**src/rtl/stby_pkg.sv**
```systemverilog
// Package: shared mode type for the standby controller.
package stby_pkg;
    typedef enum logic {
        MODE_RUN  = 1'b0,
        MODE_IDLE = 1'b1
    } stby_mode_e;
endpackage

```
**src/rtl/stby_sync.sv**
```systemverilog
// Module: stby_sync
// Brings W asynchronous active-low pins into the clock domain through
// STAGES flops per bit. Assumes pins rest high, so reset loads ones.
module stby_sync #(
    parameter int W      = 2,
    parameter int STAGES = 2
) (
    input  logic         clk,
    input  logic         rst_n,
    input  logic [W-1:0] pin_n_i,
    output logic [W-1:0] pin_n_o
);
    genvar b;
    generate
        for (b = 0; b < W; b++) begin : g_bit
            logic [STAGES-1:0] chain_q;
            // Shift the pin level through the synchronizer chain.
            always_ff @(posedge clk) begin
                if (!rst_n) chain_q <= '1;
                else        chain_q <= {chain_q[STAGES-2:0], pin_n_i[b]};
            end
            assign pin_n_o[b] = chain_q[STAGES-1];
        end
    endgenerate
endmodule

```
**src/rtl/stby_debounce.sv**
```systemverilog
// Module: stby_debounce
// Counts reference ticks while the request is low and the channel is
// armed; done_o is high in the cycle of the WINDOW-th such tick.
// Assumes WINDOW >= 1 and single-cycle ticks.
module stby_debounce #(
    parameter int WINDOW = 16
) (
    input  logic clk,
    input  logic rst_n,
    input  logic tick_i,
    input  logic arm_i,
    input  logic req_low_i,
    output logic done_o
);
    localparam int CW = (WINDOW < 2) ? 1 : $clog2(WINDOW);
    localparam logic [CW-1:0] LAST = CW'(WINDOW - 1);

    logic [CW-1:0] cnt_q;
    logic          active;

    assign active = arm_i && req_low_i;

    // Advance on ticks while active, clear on release or disarm.
    always_ff @(posedge clk) begin
        if (!rst_n)                  cnt_q <= '0;
        else if (!active)            cnt_q <= '0;
        else if (tick_i) begin
            if (cnt_q == LAST)       cnt_q <= '0;
            else                     cnt_q <= cnt_q + 1'b1;
        end
    end

    // Window completes on the tick that would pass the last count.
    assign done_o = active && tick_i && (cnt_q == LAST);
endmodule

```
**src/rtl/stby_fsm.sv**
```systemverilog
// Module: stby_fsm
// Two-mode controller: run <-> idle on debounced requests. Emits a
// one-cycle soft-start pulse on wake. Reset (power loss) forces run.
module stby_fsm
    import stby_pkg::*;
(
    input  logic clk,
    input  logic rst_n,
    input  logic enter_done_i,
    input  logic wake_done_i,
    output logic idle_o,
    output logic softstart_o
);
    stby_mode_e mode_q;
    logic       ss_q;

    // Mode register and wake pulse.
    always_ff @(posedge clk) begin
        if (!rst_n) begin
            mode_q <= MODE_RUN;
            ss_q   <= 1'b0;
        end else begin
            ss_q <= 1'b0;
            case (mode_q)
                MODE_RUN:  if (enter_done_i) mode_q <= MODE_IDLE;
                MODE_IDLE: if (wake_done_i) begin
                    mode_q <= MODE_RUN;
                    ss_q   <= 1'b1;
                end
                default:   mode_q <= MODE_RUN;
            endcase
        end
    end

    assign idle_o      = (mode_q == MODE_IDLE);
    assign softstart_o = ss_q;
endmodule

```
**src/rtl/stby_ctrl.sv**
```systemverilog
// Module: stby_ctrl (top)
// Standby entry/exit controller. Enter channel is armed only in run
// mode, wake channel only in idle mode. Assumes tick_i is one cycle wide.
module stby_ctrl #(
    parameter int ENTER_TICKS = 10000,
    parameter int WAKE_TICKS  = 20,
    parameter int SYNC_STAGES = 2
) (
    input  logic clk,
    input  logic rst_n,
    input  logic tick_i,
    input  logic enter_req_n_i,
    input  logic wake_req_n_i,
    output logic sw_en_o,
    output logic supply_hold_o,
    output logic aux_off_o,
    output logic softstart_o
);
    localparam int NPIN = 2;
    localparam int IDX_ENTER = 0;
    localparam int IDX_WAKE  = 1;

    logic [NPIN-1:0] pins_n_s;
    logic            enter_low, wake_low;
    logic            enter_done, wake_done;
    logic            idle;

    stby_sync #(.W(NPIN), .STAGES(SYNC_STAGES)) sync_i (
        .clk     (clk),
        .rst_n   (rst_n),
        .pin_n_i ({wake_req_n_i, enter_req_n_i}),
        .pin_n_o (pins_n_s)
    );

    assign enter_low = !pins_n_s[IDX_ENTER];
    assign wake_low  = !pins_n_s[IDX_WAKE];

    stby_debounce #(.WINDOW(ENTER_TICKS)) enter_db_i (
        .clk       (clk),
        .rst_n     (rst_n),
        .tick_i    (tick_i),
        .arm_i     (!idle),
        .req_low_i (enter_low),
        .done_o    (enter_done)
    );

    stby_debounce #(.WINDOW(WAKE_TICKS)) wake_db_i (
        .clk       (clk),
        .rst_n     (rst_n),
        .tick_i    (tick_i),
        .arm_i     (idle),
        .req_low_i (wake_low),
        .done_o    (wake_done)
    );

    stby_fsm fsm_i (
        .clk          (clk),
        .rst_n        (rst_n),
        .enter_done_i (enter_done),
        .wake_done_i  (wake_done),
        .idle_o       (idle),
        .softstart_o  (softstart_o)
    );

    assign sw_en_o       = !idle;
    assign supply_hold_o = idle;
    assign aux_off_o     = idle;
endmodule

```
**config.mk**
```make
export PLATFORM = sky130hd
export DESIGN_NAME = stby_ctrl
export DESIGN_NICKNAME = d
export VERILOG_FILES = /design/src/rtl/stby_pkg.sv /design/src/rtl/stby_sync.sv /design/src/rtl/stby_debounce.sv /design/src/rtl/stby_fsm.sv /design/src/rtl/stby_ctrl.sv
export SDC_FILE = /design/constraint.sdc
export NUM_CORES = 1
export LEC_CHECK = 0
export ABC_AREA = 0
export BUFFER_PORTS_ARGS = -buffer_cell sky130_fd_sc_hd__buf_2
export CAP_MARGIN = 0
export CORE_MARGIN = 10
export CORE_UTILIZATION = 51
export DETAILED_ROUTE_END_ITERATION = 7
export PLACE_DENSITY = 0.84
export SLEW_MARGIN = 10
export SYNTH_ARGS = -nofsm -noshare
export SYNTH_HDL_FRONTEND = slang
export SYNTH_SLANG_ARGS = --single-unit
```
**constraint.sdc**
```tcl
create_clock -name clk -period 1.4 [get_ports clk]
set_input_delay 0.07 -clock clk [delete_from_list [all_inputs] [get_ports clk]]
set_output_delay 0.07 -clock clk [all_outputs]
set_load 0.02 [all_outputs]
```
* Word-level counts from Yosys, hierarchy flattened *
Index checks and enable logic that the tools add are counted.

storage, ports and cells
  flip-flop bits (word level) = 25
  input bits = 5
  output and inout port bits = 4
  logic and storage cells = 29

operators by class
  add/sub/neg operators = 2
  eq/ne operators = 2
  multiplexer cells = 6
  bitwise operators = 1
  reduce and logical (&&, ||, !) cells = 12

operator list
  cell                                                             number
  14-bit by 1-bit adder with 14-bit output, second input constant  1
  14-bit == test, second input constant                            1
  14-bit 2-to-1 mux                                                1
  1-bit logical AND                                                6
  2-bit AND reduction                                              3
  5-bit by 1-bit adder with 5-bit output, second input constant    1
  5-bit == test, second input constant                             1
  5-bit 2-to-1 mux                                                 1
  1-bit logical NOT                                                3
  1-bit 2-to-1 mux                                                 3
  1-bit case mux with 2 select lines                               1
  1-bit inverter                                                   1

* Logic depth before layout (Yosys ltp) *
  depth in word-level cells = 6
  gate-level depth with buffers = 6

* Hierarchy *
From an unflattened synthesis, not the netlist that was laid out.

second synthesis, totals
  cells, all modules = 121
  area, all modules = 1148.6 um2

by module, submodules not included
  module                       times used  cells each  area each (um2)  sequential area each (um2)
  stby_debounce at enter_db_i  1           74          663.1            280.3
  stby_debounce at wake_db_i   1           27          267.8            100.1
  stby_sync                    1           10          120.1            80.1
  stby_fsm                     1           6           78.8             40.0
  stby_ctrl                    1           4           18.8             0.0

* Worst setup path after synthesis *
No wires, ideal clock.

  path type = reg-to-reg
  start point = register enter_db_i.cnt_q[0]
  end point = register enter_db_i.cnt_q[0]
  setup time = 0.117 ns
  data arrival time = 1.256 ns
  slack = 0.027 ns
  stages on the path, launching flop included = 7
  buffers on the path = 1
  cells stage by stage = dfxtp_1 > ha_1 > and4_2 > nand4_1 > nand2_1 > buf_2 > nor2_1

on the way
  longest elaborated chain between the ends = 2
  elaborated cells on any way between the ends = 3
  those cells by class = add/sub: 1; eq/ne: 1; mux: 1

RTL lines
  element                                                                     line                                      source
  start: declaration                                                          stby_debounce.sv:18                       logic [CW-1:0] cnt_q;
  start signal: assignment                                                    stby_debounce.sv:29                       else cnt_q <= cnt_q + 1'b1;
  14-bit by 1-bit adder with 14-bit output or 14-bit == test (tied branches)  stby_debounce.sv:29, stby_debounce.sv:28
  14-bit 2-to-1 mux (*)                                                       stby_debounce.sv:28                       if (cnt_q == LAST) cnt_q <= '0;

Every way passes the cells marked *; elsewhere a longest branch is shown, timed or not.
A chain may end at the register's enable or synchronous reset.

* Worst setup path in the final report *
  start point = register wake_db_i.cnt_q[1]
  end point = register fsm_i.mode_q (netlist: fsm_i.idle_o)

on the way
  longest elaborated chain between the ends = 4

RTL lines
  element                             line                 source
  start: declaration                  stby_debounce.sv:18
  start signal: assignment            stby_debounce.sv:29
  5-bit == test                       stby_debounce.sv:34  assign done_o = active && tick_i && (cnt_q == LAST);
  1-bit logical AND                   stby_debounce.sv:34
  1-bit 2-to-1 mux                    stby_fsm.sv:26       MODE_IDLE: if (wake_done_i) begin
  1-bit case mux with 2 select lines  stby_fsm.sv:24       case (mode_q)
  end signal: assignment              stby_fsm.sv:25       MODE_RUN: if (enter_done_i) mode_q <= MODE_IDLE;
  end signal: assignment              stby_fsm.sv:27       mode_q <= MODE_RUN;
  end signal: assignment              stby_fsm.sv:30       default: mode_q <= MODE_RUN;
  end: declaration                    stby_fsm.sv:14       stby_mode_e mode_q;

Every way passes these cells.

==> out/qor.log <==
qor: min_path.worst_hold_path.endpoint enter_db_i.cnt_q[1]$_SDFFE_PN0P_
qor: clock_tree.clk_pin_slew 0.14 ns
qor: min_path.worst_hold_path_type in -> reg
qor: route.antenna_left 0
qor: sta.timing.slew.headroom 71.6%
qor: clock_tree.clock_tree.root_cell sky130_fd_sc_hd__clkbuf_4
qor: sta.worst_slew_pin_slew 0.422 ns
qor: placement.dpl.hpwl 1.63 mm
qor: sta.setup_repair_after_global_routing_missed_its_margin yes
qor: flow_run.cap_viol_max_count 0
qor: critical_path.criticalPathCategory reg -> reg
qor: pwr.total_switching_power 0.000238 W
qor: min_path.min-delay-start tick_i
qor: placement.gp_congestion 0.770
qor: pwr.leakagePower 0.502 nW
qor: sta.fin_hold_ws 0.145 ns
qor: route.totalWireLength 2.51 mm
qor: grt.grt_first_pass_wirelength 3.96 mm
qor: placement.placement.io_buffers 8
qor: floorplanning.core 0.00200 mm²
qor: route.detail_route.iter0.violations 32
qor: min_path.worst_hold_path.num_cells 3
qor: sta.fin_skew 0.00507 ns
qor: floorplanning.initial_core_util 54.8%
qor: cells_and_area.post_route_cells_drive_above_1_share 32.1%
qor: pwr.power_frac_comb 4.6%
qor: grt.grt_max_degree 15
qor: pwr.power.internal 0.000848 W
qor: cells_and_area.layout_common_cells 16 x sky130_fd_sc_hd__nor2_1, 16 x sky130_fd_sc_hd__dfxtp_1, 8 x sky130_fd_sc_hd__xnor2_1, 8 x sky130_fd_sc_hd__buf_2, 8 x sky130_fd_sc_hd__buf_4
qor: floorplanning.std_cell_rows 16
qor: cells_and_area.layout.filler_cells 145
qor: clock_tree.ctsLongestPathBuffers 2
qor: cells_and_area.num_antenna_cells 0
qor: route.detail_route.wl_per_cell 15.3 µm
qor: sta.achievable-frequency 731 MHz
qor: pwr.switching_share 21.9%
qor: cells_and_area.nets 146
qor: clock_tree.cts.htree.levels 1
qor: clock_tree.tritoncts.num_buffers 3
qor: logic_synthesis.netlist_area 0.00110 mm²
qor: floorplanning.die_h 66.4 µm
qor: critical_path.crit_path_start_kind flip-flop
qor: grt.grt_pass1_vias 883
qor: logic_synthesis.syn-instance-count 115
qor: route.drt_pre_antenna_iters 4
qor: clock_tree.cts_tree done
qor: grt.antenna_found_initial 0
qor: critical_path.worstReg2RegEnd fsm_i.idle_o$_SDFF_PN0_
qor: critical_path.worst-endpoint-arrival 1.59 ns
qor: pwr.share_seq_of_total_power 65.8%
qor: floorplanning.die_area 0.00441 mm²
qor: floorplanning.design.portCount 9
qor: pwr.power.density_cell_area 788 mW/mm²
qor: pwr.clock_power_share 29.7%
qor: logic_synthesis.flops_latches_synth 25
qor: placement.placement.cell_area 0.00120 mm²
qor: sta.layout_worst_path_cycle_share 97.7%
qor: logic_synthesis.avgSynthCellArea 9.54 µm²
qor: critical_path.worst-path-max-fanout 3
qor: run_status.run_status finished clean
qor: critical_path.reg2reg_from wake_db_i.cnt_q[1]$_SDFFE_PN0P_
qor: logic_synthesis.synthesis.yosys.warnings 0
qor: route.vias_per_cell 5.38
qor: cells_and_area.finish.instance_area 0.00138 mm²
qor: pwr.irDropWorstVdd 0.586 mV
qor: route.via_count 882
qor: sta.final_period_minus_worst_setup_slack 1.37 ns
qor: grt.grt_usage 11.3%
qor: critical_path.critPathRequiredTime 1.62 ns
qor: logic_synthesis.synth.yosys.seq_area_share 45.6%
qor: logic_synthesis.mappedNetlistNets 123
qor: critical_path.worst_reg_to_reg_path_cell_count 4
qor: clock_tree.numClockSinks 25
qor: floorplanning.die_w 66.4 µm
qor: critical_path.regToRegSetupSlack 0.03 ns
qor: cells_and_area.syn_to_final_growth 25.7%
qor: sta.setup_viol 0
qor: logic_synthesis.ys_types 33
qor: critical_path.end_kind flip-flop
qor: sta.final_max_slew_viol_count 0
qor: clock_tree.clock_latency 0.32 ns
qor: sta.final_hold_vio_count 0
qor: grt.gr-total-overflow 0
qor: route.detail_route.drc_violations 0
## stage by stage
| stage | power [W] | setup TNS, ns | std cells | utilization (%) | setup WS, ns |
|---|---|---|---|---|---|
| CTS | 0.00108 | 0 | 162 | 64.5 | 0.00513 |
| detailed placement | 0.000767 | 0 | 153 | 60.2 | 0.00902 |
| global placement | 0.000765 | 0 | 153 | 60.2 | 0.0399 |
| floorplan | 0.000752 | 0 | 115 | - | 0.0266 |
| finish | 0.00109 | 0 | 164 | 68.9 | 0.0328 |
| global route | 0.00113 | -0.402 | 164 | 68.9 | -0.0496 |
## critical path, cell delays in order, from the launching register on
cell                      delay, ns
sky130_fd_sc_hd__dfxtp_4       0.39
sky130_fd_sc_hd__ha_4          0.12
sky130_fd_sc_hd__nand2_2       0.05
sky130_fd_sc_hd__or3b_4        0.41
sky130_fd_sc_hd__o311a_1       0.30
## registers in the layout, summed over array words and instances (netlist names)
| signal | count |
|---|---|
| enter_db_i.cnt_q | 14 |
| fsm_i.idle_o | 1 |
| fsm_i.softstart_o | 1 |
| sync_i.g_bit.chain_q | 4 |
| wake_db_i.cnt_q | 5 |
## repair_timing
action / in CTS / in global routing
hold endpoints to repair: 4 / 0
endpoints found under the setup margin: 14 / 14
gates cloned: 0 / 1
hold buffers: 5 / 0
resized for setup: 3 / 21
pin swaps: 0 / 3
setup buffers: 0 / 1
## logic make-up after synthesis
family                     synth area share, %
DFF                                       45.6
adders and majority gates                 3.42
and+or+nand+nor                           29.6
muxes                                     1.82
AOI/OAI and AO/OA                         3.65
buffers and inverters                     3.88
xor gates and xnor gates                  12.0
## how the worst max path moves through the flow
stage / startpoint / endpoint / slack, ns / cells past startpoint
finish: wake_db_i.cnt_q[1]$_SDFFE_PN0P_ / fsm_i.idle_o$_SDFF_PN0_ / 0.03 / 4
global route: enter_db_i.cnt_q[4]$_SDFFE_PN0P_ / enter_db_i.cnt_q[3]$_SDFFE_PN0P_ / -0.05 / 5
global placement: wake_db_i.cnt_q[1]$_SDFFE_PN0P_ / fsm_i.idle_o$_SDFF_PN0_ / 0.04 / 4
CTS: enter_db_i.cnt_q[5]$_SDFFE_PN0P_ / enter_db_i.cnt_q[13]$_SDFFE_PN0P_ / 0.005 / 4
detailed placement: enter_db_i.cnt_q[0]$_SDFFE_PN0P_ / enter_db_i.cnt_q[10]$_SDFFE_PN0P_ / 0.009 / 6
floorplan: enter_db_i.cnt_q[0]$_SDFFE_PN0P_ / enter_db_i.cnt_q[0]$_SDFFE_PN0P_ / 0.03 / 6
## area by class of cell
| type | instances | area [µm²] | area share, % |
|---|---|---|---|
| Clock inverter | 1 | 5.00 | 0.363 |
| Tap cell | 27 | 33.8 | 2.45 |
| Clock buffer | 3 | 22.5 | 1.63 |
| Inverter | 1 | 3.75 | 0.272 |
| Multi-Input combinational cell | 84 | 599 | 43.5 |
| Sequential cell | 25 | 519 | 37.7 |
| Timing Repair Buffer | 23 | 195 | 14.2 |
## metal layers
metal,up-vias,track usage (%),routed length (µm)
met1,423,11.8,1020
met2,15,21.1,1390
met4,0,4.45,36
met5,-,0,0
met3,6,2.71,67
li1,438,-,-
## power groups by stage
stage          combinational (W)  sequential, W  clock [W]
5_1_grt                0.0000530       0.000715   0.000366
4_1_cts                0.0000421       0.000720   0.000322
3_3_place_gp           0.0000303       0.000735          0
6_report               0.0000495       0.000715   0.000322
3_5_place_dp           0.0000317       0.000735          0
2_1_floorplan          0.0000179       0.000735          0
## cells in the mapped netlist
cell type / instances / area [µm²]
sky130_fd_sc_hd__nand2_1: 5 / 18.8
sky130_fd_sc_hd__and3_2: 1 / 7.51
sky130_fd_sc_hd__and4_2: 1 / 10.0
sky130_fd_sc_hd__mux2i_1: 2 / 20.0
sky130_fd_sc_hd__xor2_1: 7 / 61.3
sky130_fd_sc_hd__nand3b_1: 1 / 7.51
sky130_fd_sc_hd__and3_1: 1 / 6.26
sky130_fd_sc_hd__nand4_4: 1 / 21.3
sky130_fd_sc_hd__buf_4: 3 / 22.5
sky130_fd_sc_hd__nor3b_1: 2 / 15.0
sky130_fd_sc_hd__and2_1: 1 / 6.26
sky130_fd_sc_hd__dfxtp_1: 25 / 500
sky130_fd_sc_hd__nand2b_1: 5 / 31.3
sky130_fd_sc_hd__buf_6: 1 / 11.3
sky130_fd_sc_hd__and4_1: 1 / 8.76
sky130_fd_sc_hd__o311a_1: 1 / 10.0
sky130_fd_sc_hd__nor2_1: 18 / 67.6
sky130_fd_sc_hd__nor3_1: 2 / 10.0
sky130_fd_sc_hd__or3b_1: 1 / 8.76
sky130_fd_sc_hd__nand2_2: 1 / 6.26
sky130_fd_sc_hd__ha_1: 3 / 37.5
sky130_fd_sc_hd__nand4_1: 4 / 25.0
sky130_fd_sc_hd__and4_4: 1 / 11.3
sky130_fd_sc_hd__inv_1: 1 / 3.75
sky130_fd_sc_hd__a21oi_1: 2 / 10.0
sky130_fd_sc_hd__nand3_1: 6 / 30.0
sky130_fd_sc_hd__buf_2: 1 / 5.00
sky130_fd_sc_hd__o21ai_0: 4 / 20.0
sky130_fd_sc_hd__nor2b_1: 2 / 12.5
sky130_fd_sc_hd__nor4b_1: 1 / 8.76
sky130_fd_sc_hd__xnor2_1: 8 / 70.1
sky130_fd_sc_hd__or3_1: 1 / 6.26
sky130_fd_sc_hd__nor4_1: 1 / 6.26
(Power assumes the default switching activity.)
